## config.mk

```make
export PLATFORM = sky130hd
export DESIGN_NAME = audio_dma_req
export DESIGN_NICKNAME = d
export VERILOG_FILES = /design/src/rtl/adm_pkg.sv /design/src/rtl/adm_regs.sv /design/src/rtl/adm_counter.sv /design/src/rtl/adm_burst.sv /design/src/rtl/audio_dma_req.sv
export SDC_FILE = /design/constraint.sdc
export NUM_CORES = 1
export LEC_CHECK = 0
export BUFFER_PORTS_ARGS = -buffer_cell sky130_fd_sc_hd__buf_2
export CELL_PAD_IN_SITES_DETAIL_PLACEMENT = 1
export CELL_PAD_IN_SITES_GLOBAL_PLACEMENT = 1
export CORE_MARGIN = 5
export CORE_UTILIZATION = 30
export CTS_CLUSTER_DIAMETER = 60
export DETAILED_ROUTE_END_ITERATION = 10
export GPL_ROUTABILITY_DRIVEN = 0
export GPL_TIMING_DRIVEN = 1
export PLACE_DENSITY_LB_ADDON = 0.1
export RECOVER_POWER = 100
export SYNTH_ARGS = -nofsm -noshare
export SYNTH_HDL_FRONTEND = slang
export SYNTH_SLANG_ARGS = --single-unit
```

## constraint.sdc

```tcl
create_clock -name clk_i -period 5.2 [get_ports clk_i]
set_input_delay 0 -clock clk_i [delete_from_list [all_inputs] [get_ports clk_i]]
set_output_delay 0 -clock clk_i [all_outputs]
set_load 0.005 [all_outputs]
```

## src/rtl/adm_pkg.sv

```systemverilog
package adm_pkg;
  typedef enum logic [1:0] {
    XFER_SINGLE = 2'b00,
    XFER_DEM2   = 2'b01,
    XFER_DEM4   = 2'b10,
    XFER_DEM8   = 2'b11
  } xfer_e;

  function automatic logic [3:0] burst_len(input xfer_e m);
    return 4'd1 << m;
  endfunction
endpackage

```

## src/rtl/adm_regs.sv

```systemverilog
module adm_regs
  import adm_pkg::*;
#(
  parameter int CNT_W = 16
) (
  input  logic             clk_i,
  input  logic             rst_ni,
  input  logic             we_i,
  input  logic [1:0]       addr_i,
  input  logic [7:0]       wdata_i,
  input  logic             tc_i,
  output logic [CNT_W-1:0] reload_o,
  output logic             load_o,
  output logic [CNT_W-1:0] load_val_o,
  output xfer_e            mode_o,
  output logic             auto_o,
  output logic             en_o,
  output logic             irq_en_o,
  output logic             latch_o,
  output logic             flag_o
);
  localparam int HI_W = CNT_W - 8;

  logic [7:0]      lo_q;
  logic [HI_W-1:0] hi_q;
  xfer_e           mode_q;
  logic            auto_q, en_q, irq_en_q, latch_q, flag_q;
  logic            wr_lo, wr_hi, wr_mode, wr_ack;

  assign wr_lo   = we_i && (addr_i == 2'd0);
  assign wr_hi   = we_i && (addr_i == 2'd1);
  assign wr_mode = we_i && (addr_i == 2'd2);
  assign wr_ack  = we_i && (addr_i == 2'd3);

  always_ff @(posedge clk_i or negedge rst_ni) begin
    if (!rst_ni) begin
      lo_q     <= '0;
      hi_q     <= '0;
      mode_q   <= XFER_SINGLE;
      auto_q   <= 1'b0;
      en_q     <= 1'b0;
      irq_en_q <= 1'b0;
      latch_q  <= 1'b0;
      flag_q   <= 1'b0;
    end else begin
      if (wr_lo) lo_q <= wdata_i;
      if (wr_hi) hi_q <= wdata_i[HI_W-1:0];
      if (wr_mode) begin
        mode_q   <= xfer_e'(wdata_i[7:6]);
        auto_q   <= wdata_i[4];
        latch_q  <= wdata_i[2];
        irq_en_q <= wdata_i[1];
        en_q     <= wdata_i[0];
      end else if (tc_i && !auto_q) begin
        en_q <= 1'b0;  // normal mode stops itself
      end
      if (tc_i)        flag_q <= 1'b1;
      else if (wr_ack) flag_q <= 1'b0;
    end
  end

  assign reload_o   = {hi_q, lo_q};
  assign load_o     = wr_hi;
  assign load_val_o = {wdata_i[HI_W-1:0], lo_q};
  assign mode_o     = mode_q;
  assign auto_o     = auto_q;
  assign en_o       = en_q;
  assign irq_en_o   = irq_en_q;
  assign latch_o    = latch_q;
  assign flag_o     = flag_q;

  assert_flag_set_R7: assert property (@(posedge clk_i) disable iff (!rst_ni)
    tc_i |=> flag_q);
  assert_normal_stop_R6: assert property (@(posedge clk_i) disable iff (!rst_ni)
    tc_i && !auto_q && !wr_mode |=> !en_q);
endmodule

```

## src/rtl/adm_counter.sv

```systemverilog
module adm_counter #(
  parameter int CNT_W = 16
) (
  input  logic             clk_i,
  input  logic             rst_ni,
  input  logic             load_i,
  input  logic [CNT_W-1:0] load_val_i,
  input  logic [CNT_W-1:0] reload_i,
  input  logic             byte_i,
  output logic             tc_o
);
  logic [CNT_W-1:0] cnt_q;

  assign tc_o = byte_i && (cnt_q == '0);

  always_ff @(posedge clk_i or negedge rst_ni) begin
    if (!rst_ni)      cnt_q <= '0;
    else if (load_i)  cnt_q <= load_val_i;
    else if (byte_i)  cnt_q <= tc_o ? reload_i : cnt_q - 1'b1;
  end

  assert_reload_R5: assert property (@(posedge clk_i) disable iff (!rst_ni)
    tc_o && !load_i |=> cnt_q == $past(reload_i));
  assert_hold_R9: assert property (@(posedge clk_i) disable iff (!rst_ni)
    !byte_i && !load_i |=> $stable(cnt_q));
endmodule

```

## src/rtl/adm_burst.sv

```systemverilog
module adm_burst
  import adm_pkg::*;
#(
  parameter int LVL_W = 5
) (
  input  logic             clk_i,
  input  logic             rst_ni,
  input  logic             en_i,
  input  xfer_e            mode_i,
  input  logic             latch_i,
  input  logic             fifo_ready_i,
  input  logic [LVL_W-1:0] fifo_level_i,
  input  logic             dack_i,
  input  logic             strobe_i,
  input  logic             tc_i,
  output logic             drq_o,
  output logic             byte_o
);
  logic [3:0] len;
  logic [2:0] beat_q;
  logic       drq_q, acked_q, can_go, last;

  assign len    = burst_len(mode_i);
  assign can_go = fifo_ready_i && (fifo_level_i >= LVL_W'(len));
  assign last   = (beat_q == 3'(len - 4'd1));
  assign byte_o = drq_q && dack_i && strobe_i;
  assign drq_o  = drq_q;

  always_ff @(posedge clk_i or negedge rst_ni) begin
    if (!rst_ni) begin
      drq_q   <= 1'b0;
      beat_q  <= '0;
      acked_q <= 1'b0;
    end else if (!en_i) begin
      drq_q   <= 1'b0;
      beat_q  <= '0;
      acked_q <= 1'b0;
    end else if (drq_q) begin
      if (byte_o) begin
        if (last || tc_i) begin
          drq_q   <= 1'b0;
          beat_q  <= '0;
          acked_q <= 1'b0;
        end else begin
          beat_q  <= beat_q + 1'b1;
          acked_q <= 1'b1;
        end
      end else if (!acked_q && !latch_i && !can_go) begin
        drq_q <= 1'b0;  // unlatched request withdrawn
      end
    end else if (can_go) begin
      drq_q  <= 1'b1;
      beat_q <= '0;
    end
  end

  assert_rise_needs_room_R2: assert property (@(posedge clk_i) disable iff (!rst_ni)
    $rose(drq_q) |-> $past(can_go) && $past(en_i));
  assert_burst_end_R3: assert property (@(posedge clk_i) disable iff (!rst_ni)
    byte_o && last |=> !drq_q);
  assert_drop_on_disable_R9: assert property (@(posedge clk_i) disable iff (!rst_ni)
    !en_i |=> !drq_q);
  assert_latch_hold_R8: assert property (@(posedge clk_i) disable iff (!rst_ni)
    drq_q && latch_i && en_i && !byte_o |=> drq_q);
endmodule

```

## src/rtl/audio_dma_req.sv

```systemverilog
module audio_dma_req
  import adm_pkg::*;
#(
  parameter int CNT_W = 16,
  parameter int LVL_W = 5
) (
  input  logic             clk_i,
  input  logic             rst_ni,
  input  logic             reg_we_i,
  input  logic [1:0]       reg_addr_i,
  input  logic [7:0]       reg_wdata_i,
  input  logic             fifo_ready_i,
  input  logic [LVL_W-1:0] fifo_level_i,
  input  logic             dack_i,
  input  logic             xfer_strobe_i,
  output logic             drq_o,
  output logic             irq_o
);
  logic [CNT_W-1:0] reload, load_val;
  logic             load, auto_mode, en, irq_en, latch, flag, tc, byte_ok;
  xfer_e            mode;

  adm_regs #(.CNT_W(CNT_W)) u_regs (
    .clk_i, .rst_ni,
    .we_i(reg_we_i), .addr_i(reg_addr_i), .wdata_i(reg_wdata_i),
    .tc_i(tc),
    .reload_o(reload), .load_o(load), .load_val_o(load_val),
    .mode_o(mode), .auto_o(auto_mode), .en_o(en), .irq_en_o(irq_en),
    .latch_o(latch), .flag_o(flag)
  );

  adm_counter #(.CNT_W(CNT_W)) u_cnt (
    .clk_i, .rst_ni,
    .load_i(load), .load_val_i(load_val), .reload_i(reload),
    .byte_i(byte_ok), .tc_o(tc)
  );

  adm_burst #(.LVL_W(LVL_W)) u_burst (
    .clk_i, .rst_ni,
    .en_i(en), .mode_i(mode), .latch_i(latch),
    .fifo_ready_i, .fifo_level_i,
    .dack_i, .strobe_i(xfer_strobe_i), .tc_i(tc),
    .drq_o, .byte_o(byte_ok)
  );

  assign irq_o = flag && irq_en;

  assert_irq_gated_R7: assert property (@(posedge clk_i) disable iff (!rst_ni)
    irq_o |-> irq_en);
endmodule

```

### Word-level counts from Yosys, hierarchy flattened

Index checks and enable logic that the tools add are counted.

| cells by class | value |
|---|---|
| equality and inequality tests | 8 |
| muxes and demuxes | 21 |
| magnitude comparators | 1 |
| add/sub/neg operators | 3 |
| shifts and indexed selects | 1 |
| reduce and logical (&&, ||, !) cells | 24 |

Operators with widths:

| operator | number |
|---|---|
| $mux W16 | 3 |
| $logic_not A16 Y1 | 1 |
| $sub A16 B1 Y16 const B | 1 |
| $mux W3 | 5 |
| $mux W1 | 13 |
| $logic_and A1 B1 Y1 | 12 |
| $reduce_bool A2 Y1 | 3 |
| $ge A5 B4 Y1 | 1 |
| $eq A2 B2 Y1 const B | 2 |
| $logic_not A1 Y1 | 4 |
| $ne A2 B1 Y1 const B | 2 |
| $reduce_and A2 Y1 | 2 |
| $shl A1 B2 Y4 const A | 1 |
| $add A3 B1 Y3 const B | 1 |
| $eq A3 B3 Y1 | 1 |
| $ne A3 B1 Y1 const B | 1 |
| $ne A3 B3 Y1 const B | 1 |
| $sub A3 B1 Y3 const B | 1 |
| $eq A2 B1 Y1 const B | 1 |
| $logic_not A2 Y1 | 1 |
| $logic_or A1 B1 Y1 | 1 |

| storage, ports and cells | value |
|---|---|
| input port bits | 21 |
| output and inout port bits | 2 |
| word-level logic and storage cells | 70 |
| flip-flop bits (word level) | 44 |

### Depth between registers and ports, before layout

Gate-level depths: netlist of run 1.

| depth | value |
|---|---|
| word-level depth | 9 |
| mapped depth | 9 |
| gate-level depth less buffers | 7 |

### By module

Synthesis of run 1 repeated with hierarchy kept, for this count alone.

| unflattened totals | value |
|---|---|
| cells, all modules | 252 |
| area, all modules | 2,633.8 µm² |

By module, submodules not included:

| module | sequential area each (µm²) | instances | area an instance (µm²) | cells each |
|---|---|---|---|---|
| adm_counter | 400.4 | 1 | 1,184.9 | 132 |
| adm_regs | 575.6 | 1 | 1,011.0 | 69 |
| adm_burst | 125.1 | 1 | 431.7 | 50 |
| audio_dma_req | 0.0 | 1 | 6.3 | 1 |

### Worst setup path after synthesis of run 1

No wires, ideal clock.

| path | value |
|---|---|
| kind | register to register |
| start | register u_cnt.cnt_q[0] |
| end | register u_cnt.cnt_q[6] |
| arrival time | 2.005 ns |
| period minus slack after synthesis | 2.131 ns |
| required time | 5.074 ns |
| path buffers | 2 |
| library setup time | 0.126 ns |
| cell stages (with the launch flop) | 10 |
| path slack | 3.069 ns |
| path through | dfrtp_1 inv_1 ha_1 or4b_1 clkbuf_1 nor3_4 a21o_4 buf_6 a21oi_1 a221o_1 |

| on the way | value |
|---|---|
| cells in the longest elaborated chain, start to end | 5 |
| elaborated cells between the ends (all ways) | 6 |
| classes of those cells | add/sub: 1; mux: 3; reduce/logical: 2 |

Ends and longest elaborated chain:

| what | line | RTL |
|---|---|---|
| start, declared | adm_counter.sv:12 | `logic [CNT_W-1:0] cnt_q;` |
| start signal, assigned | adm_counter.sv:18 | `else if (load_i) cnt_q <= load_val_i;` |
| start signal, assigned | adm_counter.sv:19 | `else if (byte_i) cnt_q <= tc_o ? reload_i : cnt_q - 1'b1;` |
| branches (longest 2 deep; another with $sub A16 B1 Y16) | - |  |
| $mux W16 * (2 in a row) | adm_counter.sv:19 |  |
| $mux W16 * | adm_counter.sv:18 |  |

Every way passes the cells marked *. The select of a mux whose other input is x is not followed.
A chain may end at the register's enable or synchronous reset.

### Final worst setup path of run 1

| path | value |
|---|---|
| start | register u_cnt.cnt_q[0] |
| end | register u_cnt.cnt_q[5] |

Same word-level chain as after synthesis.

==> results of run 1 <==
==> power by group <==
part	internal, mW	switching (mW)
combinational	0.0936	0.0994
clock	0.0916	0.116
sequential	0.404	0.0627
==> per-layer routing <==
layer,share of wire (%),global-route usage (%)
met5,0,0
met4,1.0,3.78
met3,2.8,2.36
met2,47,23.1
met1,49,20.3
==> how the worst max path moves through the flow <==
stage                         startpoint             end  slack (ps)
final                     u_cnt.cnt_q[0]  u_cnt.cnt_q[5]        2270
after global routing      u_cnt.cnt_q[0]  u_cnt.cnt_q[5]        2050
after CTS                 u_cnt.cnt_q[0]  u_cnt.cnt_q[5]        2600
after detailed placement  u_cnt.cnt_q[0]  u_cnt.cnt_q[5]        2630
after global placement    u_cnt.cnt_q[0]  u_cnt.cnt_q[5]        2720
after floorplan           u_cnt.cnt_q[0]  u_cnt.cnt_q[6]        3070
==> critical path, delay by kind of cell (launching register included) <==
| family | cells | cell delay, ps |
|---|---|---|
| fa+ha+maj | 1 | 200 |
| simple gates | 3 | 1610 |
| flops | 1 | 390 |
| compound gates | 2 | 540 |
| buf+inv | 1 | 100 |
==> layout by cell type (no fill, tap or decap), types with 2 or more instances in the layout <==
master,n
clkbuf_8,5
o31ai_1,2
xor2_1,2
ha_1,6
a22oi_1,10
or4_1,3
o211ai_1,3
nor2_1,13
mux2_2,14
a211oi_1,4
nand2b_1,4
o31a_1,2
nand2_1,43
a211o_1,2
and3_1,2
nor4_1,2
o21a_1,3
a21oi_1,10
inv_1,5
dfrtp_1,44
o21ai_0,18
clkbuf_1,6
nor3_1,3
and4_1,2
a21boi_0,2
nand3b_1,6
a221o_1,2
buf_2,17
nand3_1,3
dlygate4sd3_1,9
a31oi_1,3
==> registers in the layout (all words and copies together) (netlist names) <==
register and count:
u_cnt.cnt_q 16, u_regs.hi_q 8, u_regs.lo_q 8, u_burst.beat_q 3
u_regs.mode_o 2, u_burst.acked_q 1, u_burst.drq_o 1, u_regs.auto_o 1
u_regs.en_o 1, u_regs.flag_o 1, u_regs.irq_en_o 1, u_regs.latch_o 1
==> area by class of cell <==
| type | count | area (um^2) |
|---|---|---|
| clock buffer | 6 | 72.6 |
| clock inverter | 1 | 5.00 |
| fill | 920 | 5050 |
| inverter | 5 | 18.8 |
| multi-input combinational | 188 | 1230 |
| sequential | 44 | 1100 |
| tap | 102 | 128 |
| timing repair buffer | 32 | 201 |
==> through the flow <==
stage,instance area [um^2],setup WS [ps]
floorplan,2420,3070
global placement,2620,2720
detailed placement,2620,2630
CTS,2790,2600
global route,2760,2050
finish,2760,2270
==> logic make-up after synthesis <==
family                   after synthesis  synth area share (%)
AND/OR/NAND/NOR                       95                  21.3
AO/OA/AOI/OAI                         70                  19.7
flip-flops                            44                  45.4
buffers and inverters                 15                  2.84
multiplexers                          14                  6.50
adder cells (fa/ha/maj)                6                  3.10
XOR/XNOR                               3                  1.08
==> timing repair <==
| item | CTS | global route |
|---|---|---|
| hold buffers | 9 | 0 |
| endpoints found under the setup margin | 0 | 0 |
| hold endpoints to repair | 57 | 0 |
==> results.json, run 1 <==
{
  "status": "finished, violations left",
  "violations": "capacitance limit, slew limit",
  "wl_per_cell_um": 17.7,
  "fin_util_pct": 35.3,
  "viasPerCell": 5.24,
  "postCtsSetupRepairBufs": 0,
  "r2r-start": "u_cnt.cnt_q[0]",
  "dp_cells": 362,
  "min_from": "reg_wdata_i[0]",
  "cap_violations": 2,
  "cp_slowest_cell": "or4b_1",
  "first_global_vias": 2086,
  "yosysMostFrequentCell": "dfrtp_1",
  "io_pins": 23,
  "htreeDepth": 2,
  "grt.total_usage_pct": 14.4,
  "holdPathEnd": "u_regs.lo_q[0]",
  "rsz0062_at_grt": "no",
  "rows": 32,
  "grt_max_degree": 45,
  "netlist_instances": 247,
  "setup_viol_count_final": 0,
  "synth_cell_types": 55,
  "clk_pin_slew_ps": 80,
  "ys.flop_type": "dfrtp_1",
  "period_share_pct": 56.4,
  "synth_nets": 274,
  "rr_endpoint": "u_cnt.cnt_q[5]",
  "tns_ps": 0,
  "layout.nets": 303,
  "synth_top_area_share_pct": 45.4,
  "drtIter0Drc": 139,
  "cts_buffers": 5,
  "clk_path_buf_depth": 2,
  "cts-root-buf": "clkbuf_8",
  "ys_top_cells_by_area": "dfrtp_1 (45%), nand2_1 (6.7%), mux2_2 (6.5%)",
  "grt_pass1_wl_um": 11300,
  "critPathRequiredTime_ps": 5420,
  "power_uw": 868,
  "initial_core_util_pct": 31.0,
  "antenna_found_initial": 0,
  "place_hpwl_um": 4810,
  "crit_type": "reg -> reg",
  "cts.sinks": 44,
  "tightest_slew_ps": 2470,
  "clkLatencyLatePin_ps": 300,
  "critPathLaunchType": "flip-flop",
  "drt_wl_total_um": 6700,
  "die_area_um2": 9980,
  "arrival_ps": 3150,
  "async_flop_share_pct": 100,
  "ff2ff_path_depth": 7,
  "fin_cells": 378,
  "synth_area_per_cell_um2": 9.81,
  "netlist_area_um2": 2420,
  "numPortBuffers": 22,
  "synth-seq-cells": 44,
  "whs_path_depth": 2,
  "worstPathMaxFanout": 12,
  "tritoncts": "built",
  "powerDensity_nw_per_um2": 315,
  "hold_viol_final": 0,
  "hold_path.class": "in -> reg",
  "max_freq_mhz": 341,
  "dr.pass1.iters": 4,
  "slew_viol_final": 54,
  "end_kind": "flip-flop",
  "path_cells": "inv_1 > ha_1 > or4b_1 > nor3_1 > nand2_1 > a211o_1 > a31oi_1",
  "power.leakage_nw": 1.17,
  "vdd_ir_drop_max_mv": 0.122,
  "drive_above_1_share_pct": 15.6,
  "ys_warn_count": 0,
  "n_antenna_cell": 0,
  "synthTopCellsByCount": "dfrtp_1 (44), nand2_1 (43), mux2_2 (14), nor2_1 (13), o21ai_0 (12)",
  "cpPeakStageDelay_ps": 600,
  "synth_edf_count": 0,
  "clock-skew-final_ps": 6.02,
  "die_w_um": 99.9,
  "period_needed_ps": 2930,
  "area_growth_pct": 13.7,
  "drtAntennaViolNets": 0,
  "synth_area_leader_cell": "dfrtp_1",
  "drc": 0,
  "whs_ps": 27.9,
  "vias": 1980,
  "cts_resized": 0,
  "slew_headroom_pct": -64.5,
  "ys_seq_area_share_pct": 45.4,
  "overflow": 0,
  "core-area_um2": 7810,
  "r2r_slack_ps": 2270,
  "chipHeight_um": 99.9
}
Power figures use the tool's default switching activity.
==> run 2, diff against run 1 <==
==> constraint.sdc (replaced) <==
create_clock -name clk_i -period 2.4 [get_ports clk_i]
set_input_delay 0 -clock clk_i [delete_from_list [all_inputs] [get_ports clk_i]]
set_output_delay 0 -clock clk_i [all_outputs]
set_load 0.005 [all_outputs]
==> results.json, run 2 (synthesis gave the netlist of run 1 again) <==
{
  "setup_viol_count_final": 0,
  "fin_cells": 389,
  "chipHeight_um": 99.9,
  "rsz0062_at_grt": "no",
  "cts-root-buf": "clkbuf_8",
  "cap_violations": 0,
  "grt.total_usage_pct": 14.7,
  "drc": 0,
  "regMostFlops": "u_cnt.cnt_q",
  "crit_type": "reg -> reg",
  "area_growth_pct": 17.9,
  "slew_headroom_pct": 2.07,
  "hold_path.class": "in -> reg",
  "hold_viol_final": 0,
  "first_global_vias": 2200,
  "place_hpwl_um": 5140,
  "slew_viol_final": 0,
  "drtAntennaViolNets": 0,
  "dp_cells": 373,
  "status": "finished clean",
  "dr.pass1.iters": 6,
  "period_share_pct": 94.6,
  "initial_core_util_pct": 31.0,
  "clkLatencyLatePin_ps": 300,
  "drtIter0Drc": 73,
  "htreeDepth": 2,
  "drive_above_1_share_pct": 20.6,
  "core-area_um2": 7810,
  "powerDensity_nw_per_um2": 685,
  "reg_top3": "u_cnt.cnt_q: 16 flops, u_regs.hi_q: 8 flops, u_regs.lo_q: 8 flops",
  "power_mw": 1.96,
  "max_freq_mhz": 441,
  "place_ws_ps": 112,
  "final_common_cell": "dfrtp_1",
  "largest_reg_flops": 16,
  "arrival_ps": 2450,
  "rows": 32,
  "period_needed_ps": 2270,
  "die_w_um": 99.9,
  "worstPathMaxFanout": 7,
  "vias": 2086,
  "power.leakage_nw": 1.23,
  "drt_wl_total_um": 7050,
  "postCtsSetupRepairBufs": 0,
  "numPortBuffers": 22,
  "end_kind": "flip-flop",
  "grt_pass1_wl_um": 11600,
  "cts.sinks": 44,
  "setup_slack_ps": 131,
  "viasPerCell": 5.36,
  "most-common-layout-cells": "dfrtp_1 (44), nand2_1 (43), buf_2 (17)",
  "clock-skew-final_ps": 4.91,
  "wl_per_cell_um": 18.1,
  "clk_path_buf_depth": 2,
  "tritoncts": "built",
  "vdd_ir_drop_max_mv": 0.245,
  "tns_ps": 0,
  "n_antenna_cell": 0,
  "cts_buffers": 5,
  "critPathLaunchType": "flip-flop",
  "overflow": 0,
  "antenna_found_initial": 0,
  "whs_ps": 9.63,
  "io_pins": 23,
  "critPathRequiredTime_ps": 2580,
  "clk_pin_slew_ps": 90,
  "die_area_um2": 9980,
  "tightest_slew_ps": 1470,
  "layout.nets": 313,
  "grt_max_degree": 24
}
==> run 2: changes by cell type in the layout (fill, tap and decap cells not counted), moves of 2 or more <==
cell      previous run  this run
o21ai_1              1         3
clkbuf_2             0         2
o21ai_0             18        16
buf_4                1        10
==> run 2: per-stage QoR <==
stage | instance area, um^2 | utilization [%]
after floorplan | 2420 | -
after global placement | 2700 | 34.6
after detailed placement | 2700 | 34.6
after CTS | 2870 | 36.8
after global routing | 2860 | 36.6
final | 2860 | 36.6
==> run 2: layer usage <==
| metal | GRT usage, % | wire length, um | vias to the layer above |
|---|---|---|---|
| met2 | 24.6 | 3380 | 25 |
| met5 | 0 | 0 | - |
| li1 | - | - | 991 |
| met3 | 2.29 | 199 | 8 |
| met4 | 3.15 | 61 | 0 |
| met1 | 20.2 | 3410 | 1062 |
==> run 2: layout make-up <==
cell class | count | area, um^2
fill | 934 | 4950
timing repair buffer | 42 | 269
multi-input combinational | 188 | 1250
clock inverter | 2 | 10.0
inverter | 5 | 18.8
sequential | 44 | 1100
clock buffer | 6 | 82.6
tap | 102 | 128
==> run 2: report_power, final <==
| part | internal [mW] | total (mW) | switching [mW] |
|---|---|---|---|
| Sequential | 0.876 | 1.01 | 0.138 |
| Clock | 0.230 | 0.501 | 0.270 |
| Combinational | 0.213 | 0.443 | 0.230 |
==> run 2: critical path: stages (launching register included) <==
cell	delay (ps)
dfrtp_1	440
or4_4	580
and4bb_2	430
nand2_1	220
buf_4	230
o211ai_1	150
o21ai_1	90
==> run 2: path summary, 6_finish.rpt <==
path / from / end / slack [ps] / cells past startpoint
max in group asynchronous: rst_ni / u_cnt.cnt_q[5] / 590 / 3
min reg2reg: u_regs.hi_q[6] / u_regs.hi_q[6] / 480 / 2
max: u_cnt.cnt_q[6] / u_regs.en_o / 130 / 6
min in group asynchronous: rst_ni / u_burst.beat_q[1] / 520 / 2
min: fifo_ready_i / u_burst.drq_o / 10 / 3
max reg2reg: u_cnt.cnt_q[6] / u_regs.en_o / 130 / 6
==> run 2: what timing repair did <==
action | 4_1_cts | 5_1_grt
hold buffers | 8 | 0
endpoints found under the hold margin | 31 | 0
setup endpoints to repair | 0 | 6
resized for setup | 0 | 1
==> run 3, diff against run 2 <==
--- a/config.mk
+++ b/config.mk
@@ -5,6 +5,7 @@
 export SDC_FILE = /design/constraint.sdc
 export NUM_CORES = 1
 export LEC_CHECK = 0
+export ABC_AREA = 1
 export BUFFER_PORTS_ARGS = -buffer_cell sky130_fd_sc_hd__buf_2
 export CELL_PAD_IN_SITES_DETAIL_PLACEMENT = 1
 export CELL_PAD_IN_SITES_GLOBAL_PLACEMENT = 1
==> results.json, run 3 <==
{
  "status": "finished, violations left",
  "violations": "capacitance limit, slew limit",
  "clk_path_buf_depth": 2,
  "synth_top_area_share_pct": 41.4,
  "reg_top3": "u_cnt.cnt_q: 16 flops, u_regs.hi_q: 8 flops, u_regs.lo_q: 8 flops",
  "synth_area_per_cell_um2": 7.63,
  "grt_pass1_wl_um": 12600,
  "drc": 0,
  "numPortBuffers": 22,
  "overflow": 0,
  "clock-skew-final_ps": 6.91,
  "synth_edf_count": 0,
  "whs_path_depth": 4,
  "final_common_cell": "nand2_1",
  "internal-power_mw": 1.49,
  "async_flop_share_pct": 100,
  "tightest_slew_ps": 1750,
  "path_cells": "inv_1 > ha_1 > nand2_1 > nor2_4 > nand3_4 > nand2_4 > nand2_1 > nand3_1 > o21ai_0",
  "worstPathMaxFanout": 22,
  "ff2ff_path_depth": 9,
  "first_global_vias": 2445,
  "slew_headroom_pct": -16.9,
  "whs_ps": 13.2,
  "pwr-share-clk_pct": 19.4,
  "synth_nets": 376,
  "hold_path.class": "in -> reg",
  "tns_ps": 0,
  "core-area_um2": 8680,
  "critPathRequiredTime_ps": 2590,
  "cts.sinks": 44,
  "setup_slack_ps": 445,
  "p_sw_mw": 1.06,
  "power_frac_comb_pct": 36.9,
  "clk_pin_slew_ps": 90,
  "drtIter0Drc": 54,
  "hold_buffers": 6,
  "vdd_ir_drop_max_mv": 0.291,
  "synthTopCellsByCount": "nand2_1 (97), inv_1 (47), dfrtp_1 (44), o21ai_0 (30), nor2_1 (27)",
  "grt.total_usage_pct": 14.4,
  "yosysMostFrequentCell": "nand2_1",
  "rsz0062_at_grt": "no",
  "initial_core_util_pct": 30.7,
  "synth_cell_types": 34,
  "die_w_um": 104,
  "viasPerCell": 4.67,
  "place_hpwl_um": 5560,
  "postCtsSetupRepairBufs": 0,
  "critPathLaunchType": "flip-flop",
  "most-common-layout-cells": "nand2_1 (99), inv_1 (47), dfrtp_1 (44)",
  "netlist_instances": 349,
  "drt_wl_total_um": 7300,
  "rows": 34,
  "ys.flop_type": "dfrtp_1",
  "n_antenna_cell": 0,
  "setup_viol_count_final": 0,
  "period_needed_ps": 1950,
  "wl_per_cell_um": 14.9,
  "power_frac_seq_pct": 43.7,
  "netSwitchingFraction_pct": 41.5,
  "ys_top_cells_by_area": "dfrtp_1 (41%), nand2_1 (14%), inv_1 (6.6%)",
  "fin_cells": 491,
  "slew_viol_final": 32,
  "design_area_um2": 2990,
  "ys_warn_count": 0,
  "cap_violations": 1,
  "cpPeakStageDelay_ps": 400,
  "drtAntennaViolNets": 0,
  "layout.nets": 409,
  "hold_viol_final": 0,
  "ys_seq_area_share_pct": 41.4,
  "area_growth_pct": 12.4,
  "netlist_area_um2": 2660,
  "powerDensity_nw_per_um2": 850,
  "crit_path_frequent_cell": "nand2_1",
  "cts_buffers": 5,
  "dr.pass1.iters": 4,
  "cts_resized": 0,
  "chipHeight_um": 104,
  "place_ws_ps": 444,
  "antenna_found_initial": 0,
  "largest_reg_flops": 16,
  "power.leakage_nw": 1.50,
  "synth-seq-cells": 44,
  "tritoncts": "built",
  "dp_cells": 477,
  "postPlaceCellArea_um2": 2900,
  "grt_max_degree": 32,
  "regMostFlops": "u_cnt.cnt_q",
  "drive_above_1_share_pct": 14.4,
  "clkLatencyLatePin_ps": 310,
  "arrival_ps": 2140,
  "vias": 2293,
  "cp_slowest_cell": "dfrtp_1",
  "io_pins": 23,
  "crit_type": "reg -> reg",
  "cts-root-buf": "clkbuf_8",
  "period_share_pct": 81.4,
  "htreeDepth": 2,
  "nFillCells": 1129,
  "die_area_um2": 10900,
  "max_freq_mhz": 512,
  "end_kind": "flip-flop",
  "synth_area_leader_cell": "dfrtp_1"
}
## run 3: cell types whose count changed after synthesis, sizes merged, moves of 5 or more
cell / before / now
xor2: 2 / 8
nor2: 13 / 35
nand3: 3 / 34
a22oi: 10 / 1
mux2: 14 / 0
inv: 5 / 50
o21ai: 19 / 37
a21oi: 10 / 5
nand2: 43 / 102
## run 3: area by class of cell
class | count | area (um^2) | share of cell area, %
Timing Repair Buffer | 33 | 194 | 6.48
Sequential cell | 44 | 1100 | 36.8
Clock buffer | 6 | 72.6 | 2.43
Multi-Input combinational cell | 247 | 1280 | 42.8
Inverter | 51 | 191 | 6.40
Clock inverter | 2 | 16.3 | 0.544
Tap cell | 108 | 135 | 4.52
## run 3: path summary, 6_finish.rpt
kind	start	endpoint	slack [ps]
min	reg_addr_i[0]	u_regs.flag_o	10
max	u_cnt.cnt_q[0]	u_cnt.cnt_q[4]	450
max in group asynchronous	rst_ni	u_cnt.cnt_q[2]	640
min in group asynchronous	rst_ni	u_regs.mode_o[1]	690
min reg2reg	u_regs.hi_q[5]	u_regs.hi_q[5]	490
max reg2reg	u_cnt.cnt_q[0]	u_cnt.cnt_q[4]	450
## run 3: metrics by stage
step	total power [mW]	util [%]
detailed placement	2.11	33.4
CTS	2.62	35.1
global placement	2.09	33.4
finish	2.54	34.5
global route	2.78	34.5
floorplan	1.82	-
## run 3: critical path, delay by kind of cell (launching register included)
kind / cells / cell delay, ps
flops: 1 / 400
fa+ha+maj: 1 / 210
simple gates: 6 / 1030
compound gates: 1 / 80
buf+inv: 1 / 100
## run 3: power by group through the flow
stage / Clock, mW / Sequential [mW] / Combinational (mW)
after floorplan: 0 / 1.07 / 0.757
after global placement: 0 / 1.13 / 0.961
after detailed placement: 0 / 1.13 / 0.975
after CTS: 0.513 / 1.12 / 0.991
after global routing: 0.538 / 1.14 / 1.10
final: 0.493 / 1.11 / 0.938
## run 3: logic make-up (layout without fill, tap and decap cells)
family / Yosys count / count (layout) / share of synthesized area, %
flops: 44 / 44 / 41.4
buf+inv: 58 / 92 / 8.83
simple gates: 181 / 181 / 32.4
xor+xnor: 9 / 9 / 2.96
compound gates: 51 / 51 / 11.7
fa+ha+maj: 6 / 6 / 2.82
## run 3: per-layer routing
layer  global-route usage, %  vias to the layer above  part of all wire (%)
met5                       0                        -                     0
met4                    3.70                        0                   1.2
met3                    2.30                        6                   2.8
met2                    22.9                       28                    45
met1                    20.3                     1083                    51
li1                        -                     1176                     -
